$ cat src/rtl/sdram_front_pkg.sv
package sdram_front_pkg;
  typedef enum logic [2:0] {
    CMD_NOP = 3'd0,
    CMD_ACT = 3'd1,
    CMD_PRE = 3'd2,
    CMD_RD  = 3'd3,
    CMD_WR  = 3'd4
  } cmd_e;
endpackage

$ cat src/rtl/sdram_cmd_decode.sv
module sdram_cmd_decode
  import sdram_front_pkg::*;
(
  input  logic cs_n,
  input  logic ras_n,
  input  logic cas_n,
  input  logic we_n,
  output cmd_e raw_cmd
);
  always_comb begin
    raw_cmd = CMD_NOP;
    if (!cs_n) begin
      unique case ({ras_n, cas_n, we_n})
        3'b011:  raw_cmd = CMD_ACT;
        3'b010:  raw_cmd = CMD_PRE;
        3'b101:  raw_cmd = CMD_RD;
        3'b100:  raw_cmd = CMD_WR;
        default: raw_cmd = CMD_NOP;
      endcase
    end
  end
endmodule

$ cat src/rtl/sdram_cke_ctrl.sv
module sdram_cke_ctrl (
  input  logic clk,
  input  logic rst,
  input  logic cke,
  input  logic idle_after,
  output logic run,
  output logic pd
);
  logic cke_q;

  always_ff @(posedge clk) begin
    if (rst) begin
      cke_q <= 1'b1;
      pd    <= 1'b0;
    end else begin
      cke_q <= cke;
      if (cke)
        pd <= 1'b0;
      else if (cke_q && idle_after)
        pd <= 1'b1;
    end
  end

  assign run = cke_q;
endmodule

$ cat src/rtl/sdram_bank_track.sv
module sdram_bank_track
  import sdram_front_pkg::*;
#(
  parameter int NBANK  = 2,
  parameter int BANK_W = 1,
  parameter int ROW_W  = 11
) (
  input  logic                   clk,
  input  logic                   rst,
  input  logic                   run,
  input  cmd_e                   cmd,
  input  logic [BANK_W-1:0]      bank,
  input  logic [ROW_W-1:0]       row,
  input  logic                   pre_all,
  output logic [NBANK-1:0]       act_q,
  output logic [NBANK-1:0]       act_nxt,
  output logic [NBANK*ROW_W-1:0] rows_q
);
  for (genvar gi = 0; gi < NBANK; gi++) begin : g_bank
    logic             hit;
    logic [ROW_W-1:0] row_r;

    assign hit = (bank == BANK_W'(gi));

    always_comb begin
      act_nxt[gi] = act_q[gi];
      if (run) begin
        if (cmd == CMD_ACT && hit)
          act_nxt[gi] = 1'b1;
        else if (cmd == CMD_PRE && (pre_all || hit))
          act_nxt[gi] = 1'b0;
      end
    end

    always_ff @(posedge clk) begin
      if (rst) begin
        act_q[gi] <= 1'b0;
        row_r     <= '0;
      end else begin
        act_q[gi] <= act_nxt[gi];
        if (run && cmd == CMD_ACT && hit)
          row_r <= row;
      end
    end

    assign rows_q[gi*ROW_W +: ROW_W] = row_r;
  end
endmodule

$ cat src/rtl/sdram_cmd_front.sv
module sdram_cmd_front
  import sdram_front_pkg::*;
#(
  parameter int NBANK  = 2,
  parameter int ROW_W  = 11,
  parameter int COL_W  = 8,
  parameter int FLAG_BIT = 10,
  localparam int BANK_W = (NBANK > 1) ? $clog2(NBANK) : 1
) (
  input  logic                   clk,
  input  logic                   rst,
  input  logic                   cs_n,
  input  logic                   ras_n,
  input  logic                   cas_n,
  input  logic                   we_n,
  input  logic                   cke,
  input  logic [BANK_W-1:0]      bank_sel,
  input  logic [ROW_W-1:0]       addr,
  output logic [2:0]             cmd_code,
  output logic [BANK_W-1:0]      cmd_bank,
  output logic [ROW_W-1:0]       cmd_row,
  output logic [COL_W-1:0]       cmd_col,
  output logic                   cmd_flag,
  output logic                   illegal_err,
  output logic [NBANK-1:0]       bank_active,
  output logic [NBANK*ROW_W-1:0] open_row,
  output logic                   power_down
);
  cmd_e             raw_cmd;
  cmd_e             eff_cmd;
  logic             bad_access;
  logic             run_q;
  logic [NBANK-1:0] act_q;
  logic [NBANK-1:0] act_nxt;

  sdram_cmd_decode u_dec (
    .cs_n    (cs_n),
    .ras_n   (ras_n),
    .cas_n   (cas_n),
    .we_n    (we_n),
    .raw_cmd (raw_cmd)
  );

  // A column access to a closed bank is demoted to a no-op.
  always_comb begin
    bad_access = (raw_cmd == CMD_RD || raw_cmd == CMD_WR) && !act_q[bank_sel];
    eff_cmd    = bad_access ? CMD_NOP : raw_cmd;
  end

  sdram_bank_track #(
    .NBANK  (NBANK),
    .BANK_W (BANK_W),
    .ROW_W  (ROW_W)
  ) u_banks (
    .clk     (clk),
    .rst     (rst),
    .run     (run_q),
    .cmd     (eff_cmd),
    .bank    (bank_sel),
    .row     (addr),
    .pre_all (addr[FLAG_BIT]),
    .act_q   (act_q),
    .act_nxt (act_nxt),
    .rows_q  (open_row)
  );

  sdram_cke_ctrl u_cke (
    .clk        (clk),
    .rst        (rst),
    .cke        (cke),
    .idle_after (act_nxt == '0),
    .run        (run_q),
    .pd         (power_down)
  );

  always_ff @(posedge clk) begin
    if (rst) begin
      cmd_code    <= CMD_NOP;
      cmd_bank    <= '0;
      cmd_row     <= '0;
      cmd_col     <= '0;
      cmd_flag    <= 1'b0;
      illegal_err <= 1'b0;
    end else if (run_q) begin
      cmd_code    <= eff_cmd;
      cmd_bank    <= bank_sel;
      cmd_row     <= addr;
      cmd_col     <= addr[COL_W-1:0];
      cmd_flag    <= (eff_cmd == CMD_PRE || eff_cmd == CMD_RD || eff_cmd == CMD_WR)
                     && addr[FLAG_BIT];
      illegal_err <= bad_access;
    end
  end

  assign bank_active = act_q;
endmodule

$ cat config.mk
export PLATFORM = sky130hd
export DESIGN_NAME = sdram_cmd_front
export DESIGN_NICKNAME = d
export VERILOG_FILES = /design/src/rtl/sdram_front_pkg.sv /design/src/rtl/sdram_cmd_decode.sv /design/src/rtl/sdram_cke_ctrl.sv /design/src/rtl/sdram_bank_track.sv /design/src/rtl/sdram_cmd_front.sv
export SDC_FILE = /design/constraint.sdc
export NUM_CORES = 1
export LEC_CHECK = 0
export CORE_UTILIZATION = 35
export CTS_CLUSTER_SIZE = 28
export DETAILED_ROUTE_END_ITERATION = 8
export PLACE_DENSITY = 0.7
export SLEW_MARGIN = 20
export SYNTH_ARGS = -nofsm -noshare
export SYNTH_HDL_FRONTEND = slang
export SYNTH_HIERARCHICAL = 1
export SYNTH_SLANG_ARGS = --single-unit
export TNS_END_PERCENT = 1
$ cat constraint.sdc
create_clock -name clk -period 2.7 [get_ports clk]
set_input_delay 0.675 -clock clk [delete_from_list [all_inputs] [get_ports clk]]
set_output_delay 0.675 -clock clk [all_outputs]
set_load 0.01 [all_outputs]
**Word level (Yosys, flattened, before mapping)**

Index checks and enable logic that the tools add are counted.

- Register bits: 51

- Order comparisons: 1
- Equal/unequal tests: 10
- Muxes and demuxes: 11
- Bitwise logic cells: 1
- Reductions and logical operators: 18

Operators with widths:

| kind | number |
|---|---|
| $eq A3 B2 Y1 const B | 5 |
| $eq A3 B3 Y1 const B | 4 |
| $pmux W3 S4 | 1 |
| $logic_and A1 B1 Y1 | 10 |
| $mux W1 | 8 |
| $mux W3 | 2 |
| $logic_or A1 B1 Y1 | 5 |
| $eq A3 B1 Y1 const B | 1 |
| $logic_not A2 Y1 | 1 |
| $lt A1 B2 Y1 const B | 1 |
| $reduce_or A2 Y1 | 1 |
| $logic_not A1 Y1 | 1 |
| $not A1 Y1 | 1 |

**Longest topological paths before layout**

Gate-level depths: netlist (run 1).

- Depth in word-level cells: 14
- Mapped depth: 12

**Hierarchy**

Netlist (run 1), hierarchy kept.

By module, submodules not included:

| module | times used | cells an instance | area each (um^2) |
|---|---|---|---|
| sdram_bank_track | 1 | 99 | 1052.3 |
| sdram_cmd_front | 1 | 82 | 778.2 |
| sdram_cke_ctrl | 1 | 5 | 60.1 |
| sdram_cmd_decode | 1 | 7 | 46.3 |

**Least setup slack after synthesis (run 1)**

Ideal clock, no wire load.

- Kind: input-to-reg
- Start: input port cs_n
- End: register u_cke.pd
- Arrival: 2576 ps
- Setup slack: 10 ps
- Stages on the path: 12
- Path buffers: 1
- Cell sequence: or2_1 -> nor2_1 -> nor3b_2 -> a21oi_1 -> o21a_1 -> and4bb_4 -> and2b_4 -> buf_8 -> a21o_1 -> nor2_1 -> a21oi_1 -> nor2_2

- Cells in the longest elaborated chain, start to end: 12

RTL lines:

| item | RTL line | text |
|---|---|---|
| start, declared | sdram_cmd_front.sv:12 | `input logic cs_n,` |
| $mux W3 (*) | sdram_cmd_decode.sv:12 | `if (!cs_n) begin` |
| net raw_cmd[2] | sdram_cmd_front.sv:29 | `cmd_e raw_cmd;` |
| $eq A3 B2 Y1 or $eq A3 B3 Y1 (tied branches) | sdram_cmd_front.sv:46 | `bad_access = (raw_cmd == CMD_RD \|\| raw_cmd == CMD_WR) && !act_q[bank_sel];` |
| $logic_or A1 B1 Y1 | sdram_cmd_front.sv:46 |  |
| $logic_and A1 B1 Y1 | sdram_cmd_front.sv:46 |  |
| $mux W3 (*) | sdram_cmd_front.sv:47 | `eff_cmd = bad_access ? CMD_NOP : raw_cmd;` |
| net eff_cmd[2] | sdram_cmd_front.sv:30 | `cmd_e eff_cmd;` |
| $eq A3 B2 Y1 | sdram_bank_track.sv:30 | `else if (cmd == CMD_PRE && (pre_all \|\| hit))` |
| $logic_and A1 B1 Y1 | sdram_bank_track.sv:30 |  |
| $mux W1 | sdram_bank_track.sv:30 |  |
| $mux W1 (*) | sdram_bank_track.sv:28 | `if (cmd == CMD_ACT && hit)` |
| $mux W1 (*) | sdram_bank_track.sv:27 | `if (run) begin` |
| net act_nxt[0] | sdram_cmd_front.sv:34 | `logic [NBANK-1:0] act_nxt;` |
| $logic_not A2 Y1 (*) | sdram_cmd_front.sv:71 | `.idle_after (act_nxt == '0),` |
| $logic_and A1 B1 Y1 (*) | sdram_cke_ctrl.sv:19 | `else if (cke_q && idle_after)` |
| end signal, assigned | sdram_cke_ctrl.sv:14 | `pd <= 1'b0;` |
| end signal, assigned | sdram_cke_ctrl.sv:18 | `pd <= 1'b0;` |
| end signal, assigned | sdram_cke_ctrl.sv:20 | `pd <= 1'b1;` |
| end, declared | sdram_cke_ctrl.sv:7 | `output logic pd` |

Mark *: on every way through the listed nets, which the timed path passes. The rest lies on a longest branch.
A chain may end at the register's enable or synchronous reset.

**Worst setup path in the final report (run 1)**

- Start: input port bank_sel
- End: register u_cke.pd

- Cells in the longest elaborated chain, start to end: 12

RTL lines:

| item | RTL line | text |
|---|---|---|
| start, declared | sdram_cmd_front.sv:17 | `input logic [BANK_W-1:0] bank_sel,` |
| $mux W1 (not written as such) (*) (2 in series) | sdram_cmd_front.sv:46 |  |
| $logic_not A1 Y1 (*) | sdram_cmd_front.sv:46 |  |
| $logic_and A1 B1 Y1 (*) | sdram_cmd_front.sv:46 |  |
| $mux W3 (*) | sdram_cmd_front.sv:47 |  |
| net eff_cmd[1] | sdram_cmd_front.sv:30 |  |
| $eq A3 B2 Y1 | sdram_bank_track.sv:30 |  |
| $logic_and A1 B1 Y1 | sdram_bank_track.sv:30 |  |
| $mux W1 | sdram_bank_track.sv:30 |  |
| $mux W1 (*) | sdram_bank_track.sv:28 |  |
| $mux W1 (*) | sdram_bank_track.sv:27 |  |
| net act_nxt[0] | sdram_cmd_front.sv:34 |  |
| $logic_not A2 Y1 (*) | sdram_cmd_front.sv:71 |  |
| $logic_and A1 B1 Y1 (*) | sdram_cke_ctrl.sv:19 |  |

Mark *: on every way through the listed nets, which the timed path passes. The rest lies on a longest branch. The select of a mux whose other input is x is not followed.

==> impl_results.md, run 1 <==
* Critical Path End Type: flop
* Maximum number of pins on one net before global-route repair at 56
* Mapped Area at approximately 0.0019 mm2
* Share of layout cells above drive strength 1 at 0.166
* Psw at 0.324 mW
* Clock power share at 0.363
* Via count at around 1600
* CP max FO at 6
* Largest cells by area after synthesis: dfxtp_1 44%, mux2i_1 17%, nand2b_1 12%
* Nature of the critical path startpoint: input pin
* Sequential share of power at 0.486
* Req. time, crit path at just under 3000 ps
* Full die area at around 0.006 mm2
* P_int at approximately 1.1 mW
* Ant. Diodes at 0
* CP Class: input pin to flop
* Initial antenna violation count at 0
* DRT antenna net count at 0
* Layout net count at about 290
* Gr ovfl total at 0
* CTS Buffer Depth at 2
* Placer Congestion at between 0.7 and 0.8
* # H-tree levels at 2
* CTS Buf Count at 5
* Post-synthesis simple-gate area fraction at 0.225
* DRC violations left at 0
* Die width at ~76 um
* Slew @ Worst Pin at 572 ps
* First-pass GRT wire length at about 7.0 mm
* Design area at between 0.002 and 0.003 mm2
* Tmin final at between 2000 and 2500 ps
* Post-Synthesis Cells at 193
* Leakage power at around 1.2 nW
* Ports at approximately 70
* Core area at approximately 0.0052 mm2
* Max-cap violation count at 0
* Run status: completed
* CTS tree: done
* Seq/Total Area, Yosys at 0.444
* Die height at 76.4 um
* Largest family of logic cells by synthesized area: simple AND/OR/NAND/NOR gates
* Vias in the first global route at 1524
* Vias/cell at 4.62
* Synth warn at 6
* DRT iter0 DRCs at 94
* Netlist cell types at 36
* Max-slew headroom at 0.618
* Hold Path Class: flop to flop
* Fin crit share at 0.904
* Root buffer cell: clkbuf_8
* Tot GR Track Use at 0.151
* Compound-cell area share of the yosys netlist at 0.0833
* Final Hold Fails at 0
* Syn Area/Cell at approximately 10 um2
* Input/output buffers at 68
* Setup violators final at 0
* Num Clock Sinks at 43
* Starting Density at 0.372
* Multiplexer share of the synthesized area at 0.178
* FF+latch count, synth at 43
* DP HPWL at roughly 2.9 mm
* Worst EP arrival at about 2600 ps
* Clk_skew at roughly 6.3 ps
* Clock-pin slew on the worst setup and hold paths at roughly 90 ps
* Share of the synthesized area in the top cell type at 0.444
* Switching share of power at 0.235
* Combinational Power Share at 0.151
* Initial DRT Pass Iterations at 4
* Core Rows at 26
* Net Count, Synth at 212
* Post-synthesis xor/xnor area fraction at 0
* Placed instance count at 332
* Final WL at between 4 and 5 mm
* Fin cells at roughly 340
* Adder-cell share of the synthesized area at 0
* Area growth syn-to-layout at 51.2%
* Drt wl/cell at around 13 um
* Fmax at between 400 and 500 MHz
* Peak supply drop at about 310 uV
* Max-slew violation count at 0
* Post-DP Area at approximately 0.0027 mm2
* P per Cell Area at 470 mW/mm2
* Unrepaired setup endpoints after global routing: no
* Clk_lat worst skew at 290 ps
* Leading area contributor after synthesis: dfxtp_1
* Overall Power at between 1 and 1.5 mW
-- registers in the layout, summed over array words and instances, names as in the netlist --
name	flops
u_banks/g_bank.row_r	22
cmd_row	11
cmd_code	3
u_banks/act_q	2
cmd_bank	1
cmd_flag	1
illegal_err	1
u_cke/pd	1
u_cke/run	1
-- repair_timing --
action	CTS	global route
endpoints found under the setup margin	0	20
setup buffers	0	1
gates resized for setup	0	15
hold buffers	0	0
-- kinds of logic (layout without fill, tap and decap cells) --
family	after synthesis	count (layout)
simple gates	73	73
mux	34	34
buf+inv	21	99
compound gates	22	22
flops	43	43
-- routing by layer --
layer | global-route usage | vias up | share of wire
met4 | 0.0558 | 0 | 0.0059
li1 | - | 795 | -
met5 | 0 | - | 0
met2 | 0.246 | 42 | 0.48
met1 | 0.179 | 738 | 0.45
met3 | 0.0575 | 2 | 0.065
-- layout by cell type (no fill, tap or decap), drive strengths merged, types with 2 or more instances in the layout --
cell	instances
clkinv	2
inv	4
o21a	2
nor2	17
a21oi	9
clkbuf	5
nor2b	2
clkdlybuf4s50	64
dfxtp	43
nand2	7
dlymetal6s2s	4
o311ai	2
or2	2
nand2b	38
buf	19
and2b	2
mux2i	33
a21o	2
-- Yosys cell counts (all sizes together) --
| cell | instances |
|---|---|
| nand3b | 1 |
| or2 | 2 |
| a21oi | 9 |
| buf | 13 |
| o2111ai | 1 |
| mux2i | 33 |
| nor2b | 2 |
| o211ai | 1 |
| inv | 4 |
| dfxtp | 43 |
| nand2b | 38 |
| nand4bb | 1 |
| and2b | 2 |
| o21ai | 1 |
| o21a | 2 |
| o41ai | 1 |
| o311ai | 2 |
| nand2 | 7 |
| and4bb | 1 |
| a21o | 2 |
| and2 | 1 |
| o32a | 1 |
| o2bb2ai | 1 |
| clkbuf | 4 |
| nor2 | 17 |
| nor3b | 1 |
| mux2 | 1 |
| o22ai | 1 |
-- power groups by stage --
stage / clock network, mW / logic (mW) / registers [mW]
after detailed placement: 0 / 0.199 / 0.685
final: 0.500 / 0.207 / 0.670
after global placement: 0 / 0.198 / 0.684
after floorplan: 0 / 0.0921 / 0.690
after global routing: 0.551 / 0.224 / 0.673
after CTS: 0.519 / 0.200 / 0.670
-- final timing paths --
check,endpoint,cells after the start,slack [ps],from
worst min-delay path,cmd_code[2]$_SDFFE_PP0P_,2,470,cmd_code[2]$_SDFFE_PP0P_
worst max-delay path,u_cke/pd$_SDFFE_PP0P_,9,260,bank_sel
worst min register to register,cmd_code[2]$_SDFFE_PP0P_,2,470,cmd_code[2]$_SDFFE_PP0P_
worst max register to register,u_cke/pd$_SDFFE_PP0P_,8,860,u_banks/act_q[0]$_SDFF_PP0_
-- layout make-up --
| cell class | count | area, um2 |
|---|---|---|
| Clock buffer | 5 | 68.8 |
| Clock inverter | 3 | 43.8 |
| Fill cell | 484 | 2280 |
| Inverter | 4 | 15.0 |
| Multi-Input combinational cell | 129 | 995 |
| Sequential cell | 43 | 861 |
| Tap cell | 70 | 87.6 |
| Timing Repair Buffer | 87 | 858 |
-- worst max-delay path, cell delays in order --
cell and delay, ps:
clkdlybuf4s50_1 520, mux2_4 350, o21a_1 200, and4bb_4 360
and2b_4 190, a21o_1 90, nor2_1 30, a21oi_1 170
nor2_2 40
-- per-stage QoR --
stage | TNS (ps) | setup slack [ps] | utilization | hold slack [ps]
final | 0 | 260 | 0.563 | 468
after global routing | 0 | 130 | 0.563 | 501
after CTS | 0 | 18.3 | 0.549 | 471
after detailed placement | -4170 | -263 | 0.528 | 458
after global placement | -3150 | -209 | 0.528 | 453
after floorplan | 0 | 9.91 | - | 490
Power figures use the tool's default switching activity.
==> run 2, diff against run 1 <==
--- a/config.mk
+++ b/config.mk
@@ -8,7 +8,7 @@
 export CORE_UTILIZATION = 35
 export CTS_CLUSTER_SIZE = 28
 export DETAILED_ROUTE_END_ITERATION = 8
-export PLACE_DENSITY = 0.7
+export PLACE_DENSITY = 0.68
 export SLEW_MARGIN = 20
 export SYNTH_ARGS = -nofsm -noshare
 export SYNTH_HDL_FRONTEND = slang
==> constraint.sdc (replaced) <==
create_clock -name clk -period 2.59 [get_ports clk]
set_input_delay 0.6475 -clock clk [delete_from_list [all_inputs] [get_ports clk]]
set_output_delay 0.6475 -clock clk [all_outputs]
set_load 0.01 [all_outputs]
==> impl_results.md, run 2 (synthesis results as in run 1) <==
* Overall Power at 1.34 mW (-2.5%)
* Vias/cell at 4.55 (-1.5%)
* Gr ovfl total at 0 (unchanged)
* Ant. Diodes at 0 (unchanged)
* Leakage power at 1.24 nW (-0.56%)
* Tmin final at around 2500 ps
* Layout net count at 291 (+0.69%)
* Hold depth at 2 (unchanged)
* Hold Buf Count CTS at 0 (unchanged)
* R2R cell count at 8 (unchanged)
* Root buffer cell: clkbuf_8
* Clk_lat worst skew at 290 ps (about the same)
* Die height at 76.4 um (unchanged)
* Drt wl/cell at 12.8 um (+2.0%)
* Commonest non-fill, non-tap cell in the layout: clkdlybuf4s50_1
* Biggest regs: u_banks/g_bank.row_r: 22 flops, cmd_row: 11 flops, cmd_code: 3 flops
* Unrepaired setup endpoints after global routing: no
* Clock-pin slew on the worst setup and hold paths at 80 ps (about the same)
* Ports at 69 (unchanged)
* Reg2reg setup slack at 800 ps (-60 ps)
* Met3 usage at 0.0383 (-0.0192)
* DRC violations left at 0 (unchanged)
* Vias in the first global route at 1510 (-0.92%)
* Worst R2R Start: u_banks/act_q[0]$_SDFF_PP0_
* Tot GR Track Use at 0.154 (+0.00365)
* Setup violators final at 0 (unchanged)
* Fin cells at 343 (+0.59%)
* Crit path cell chain: dlygate4sd2_1 -> nand2b_4 -> nor2_4 -> nor3b_4 -> a21oi_2 -> o21a_1 -> and4bb_4 -> and2b_4 -> a21o_1 -> nor2_1 -> a21oi_2 -> nor2_2
* Share of layout cells above drive strength 1 at 0.183 (+0.0171)
* Final WL at 4.38 mm (+2.6%)
* Clk_skew at 4.56 ps (-1.74 ps)
* Largest register FFs at 22 (unchanged)
* Max-slew headroom at 0.687 (+0.0694)
* Hold path startpoint: cmd_code[1]$_SDFFE_PP0P_
* CTS Buf Count at 5 (unchanged)
* Num Clock Sinks at 43 (unchanged)
* Max-cap violation count at 0 (unchanged)
* Grt peak-use layer: met2
* Full die area at 0.00584 mm2 (unchanged)
* Placer Congestion at 0.704 (-1.9%)
* Run status: completed
* Area growth syn-to-layout at 53.7%
* Core Rows at 26 (unchanged)
* Max-slew violation count at 0 (unchanged)
* Hold Path Class: flop to flop
* Nature of the critical path startpoint: input pin
* Final core occ at 0.572 (+0.00914)
* Input/output buffers at 68 (unchanged)
* Crit path top cell by count: a21oi_2
* DP HPWL at 3.06 mm (+4.5%)
* Critical Path End Type: flop
* Worst hold path endpoint: cmd_code[1]$_SDFFE_PP0P_
* Peak per-stage delay on the critical path at 350 ps (-170 ps)
* Starting Density at 0.372 (unchanged)
* Critical R2R Capture: u_cke/pd$_SDFFE_PP0P_
* Met2 Use GR at 0.267 (+0.0207)
* CP max stage cell: and4bb_4
* # H-tree levels at 2 (unchanged)
* Number of fill cells at 494 (+2.1%)
* CTS tree: done
* CP max FO at 3 (-3)
* Initial DRT Pass Iterations at 4 (unchanged)
* CP Class: input pin to flop
* TNS Setup at 0 ps (unchanged)
* DRT antenna net count at 0 (unchanged)
* P per Cell Area at 451 mW/mm2 (-4.0%)
* CTS Buffer Depth at 2 (unchanged)
* Via count at 1562 (-0.95%)
* Final Hold Fails at 0 (unchanged)
* Worst EP arrival at 2650 ps (+20 ps)
* Crit-path leading delay family: simple AND/OR/NAND/NOR gates
* Initial antenna violation count at 0 (unchanged)
* Fmax at 408 MHz
* DRT iter0 DRCs at 59 (-37%)
* Core area at 0.00520 mm2 (unchanged)
* First-pass GRT wire length at 7.22 mm (+3.6%)
* Fin crit share at 0.946
* Die width at 76.4 um (unchanged)
* Largest register by flop count: u_banks/g_bank.row_r
* Slew @ Worst Pin at 468 ps (-104 ps)
* M1 GR Usage at 0.186 (+0.00695)
* Req. time, crit path at 2790 ps (-100 ps)
* Placed instance count at 331 (-0.30%)
* Buf+Inv Stages, Crit Path at 1 (unchanged)
* Peak supply drop at 348 uV (+10%)
* Commonest non-fill, non-tap cells in the layout: 64 x clkdlybuf4s50_1, 43 x dfxtp_1, 34 x nand2b_1
* Maximum number of pins on one net before global-route repair at 56 (unchanged)
==> run 2: cell types whose count changed in the layout (fill, tap and decap cells not counted), sizes merged <==
cell          delta
clkbuf           +2
buf              +1
bufinv           -1
clkinv           -1
clkinvlp         +1
dlygate4sd2      +1
dlymetal6s2s     -1
==> run 2: layout make-up <==
class / count / area [um2] / share of cell area
Clock buffer: 6 / 72.6 / 0.0244
Inverter: 4 / 15.0 / 0.00504
Timing Repair Buffer: 89 / 900 / 0.302
Tap cell: 70 / 87.6 / 0.0294
Sequential cell: 43 / 861 / 0.289
Clock inverter: 2 / 12.5 / 0.00420
Multi-Input combinational cell: 129 / 1030 / 0.346
==> run 2: worst min-delay path, cell delays in order, from the launching register on <==
cell and delay [ps]:
dfxtp_1 320, nand2_1 60, a21oi_1 50
==> run 2: stage by stage <==
| step | area, um2 | hold WS [ps] | setup WS, ps |
|---|---|---|---|
| 3_5_place_dp | 2770 | 459 | -357 |
| 3_3_place_gp | 2770 | 457 | -274 |
| 5_1_grt | 2980 | 497 | 71.9 |
| 4_1_cts | 2880 | 474 | 5.07 |
| 2_1_floorplan | 1960 | 490 | 7.30 |
| 6_report | 2980 | 471 | 139 |
==> run 2: timing repair <==
item,in CTS,in global routing
pin swaps,1,7
gates resized for setup,7,11
cloned,0,1
setup endpoints to repair,12,25
buffers inserted,0,3
==> run 2: worst max path at each step <==
stage | startpoint | cells past startpoint | to
2_1_floorplan | cs_n | 12 | u_cke/pd$_SDFFE_PP0P_
3_3_place_gp | cs_n | 12 | u_cke/pd$_SDFFE_PP0P_
3_5_place_dp | cs_n | 12 | u_cke/pd$_SDFFE_PP0P_
4_1_cts | we_n | 12 | u_cke/pd$_SDFFE_PP0P_
5_1_grt | cas_n | 12 | u_cke/pd$_SDFFE_PP0P_
6_report | cas_n | 12 | u_cke/pd$_SDFFE_PP0P_
==> run 2: report_power, final <==
group          switching [mW]  internal [mW]  leakage (nW)  total [mW]
sequential             0.0155          0.682         0.350       0.698
combinational          0.0927          0.135         0.849       0.228
clock                   0.230          0.189        0.0412       0.418
==> run 2: layer usage <==
layer | wire length [um] | vias up
li1 | - | 796
met1 | 2000 | 726
met2 | 2140 | 36
met3 | 173 | 4
met4 | 55 | 0
met5 | 0 | -
==> run 3, diff against run 2 <==
--- a/config.mk
+++ b/config.mk
@@ -5,6 +5,7 @@
 export SDC_FILE = /design/constraint.sdc
 export NUM_CORES = 1
 export LEC_CHECK = 0
+export CAP_MARGIN = 20
 export CORE_UTILIZATION = 35
 export CTS_CLUSTER_SIZE = 28
 export DETAILED_ROUTE_END_ITERATION = 8
==> results of run 3 <==
No change in the layout: final DEF, timing and power equal those of run 2.
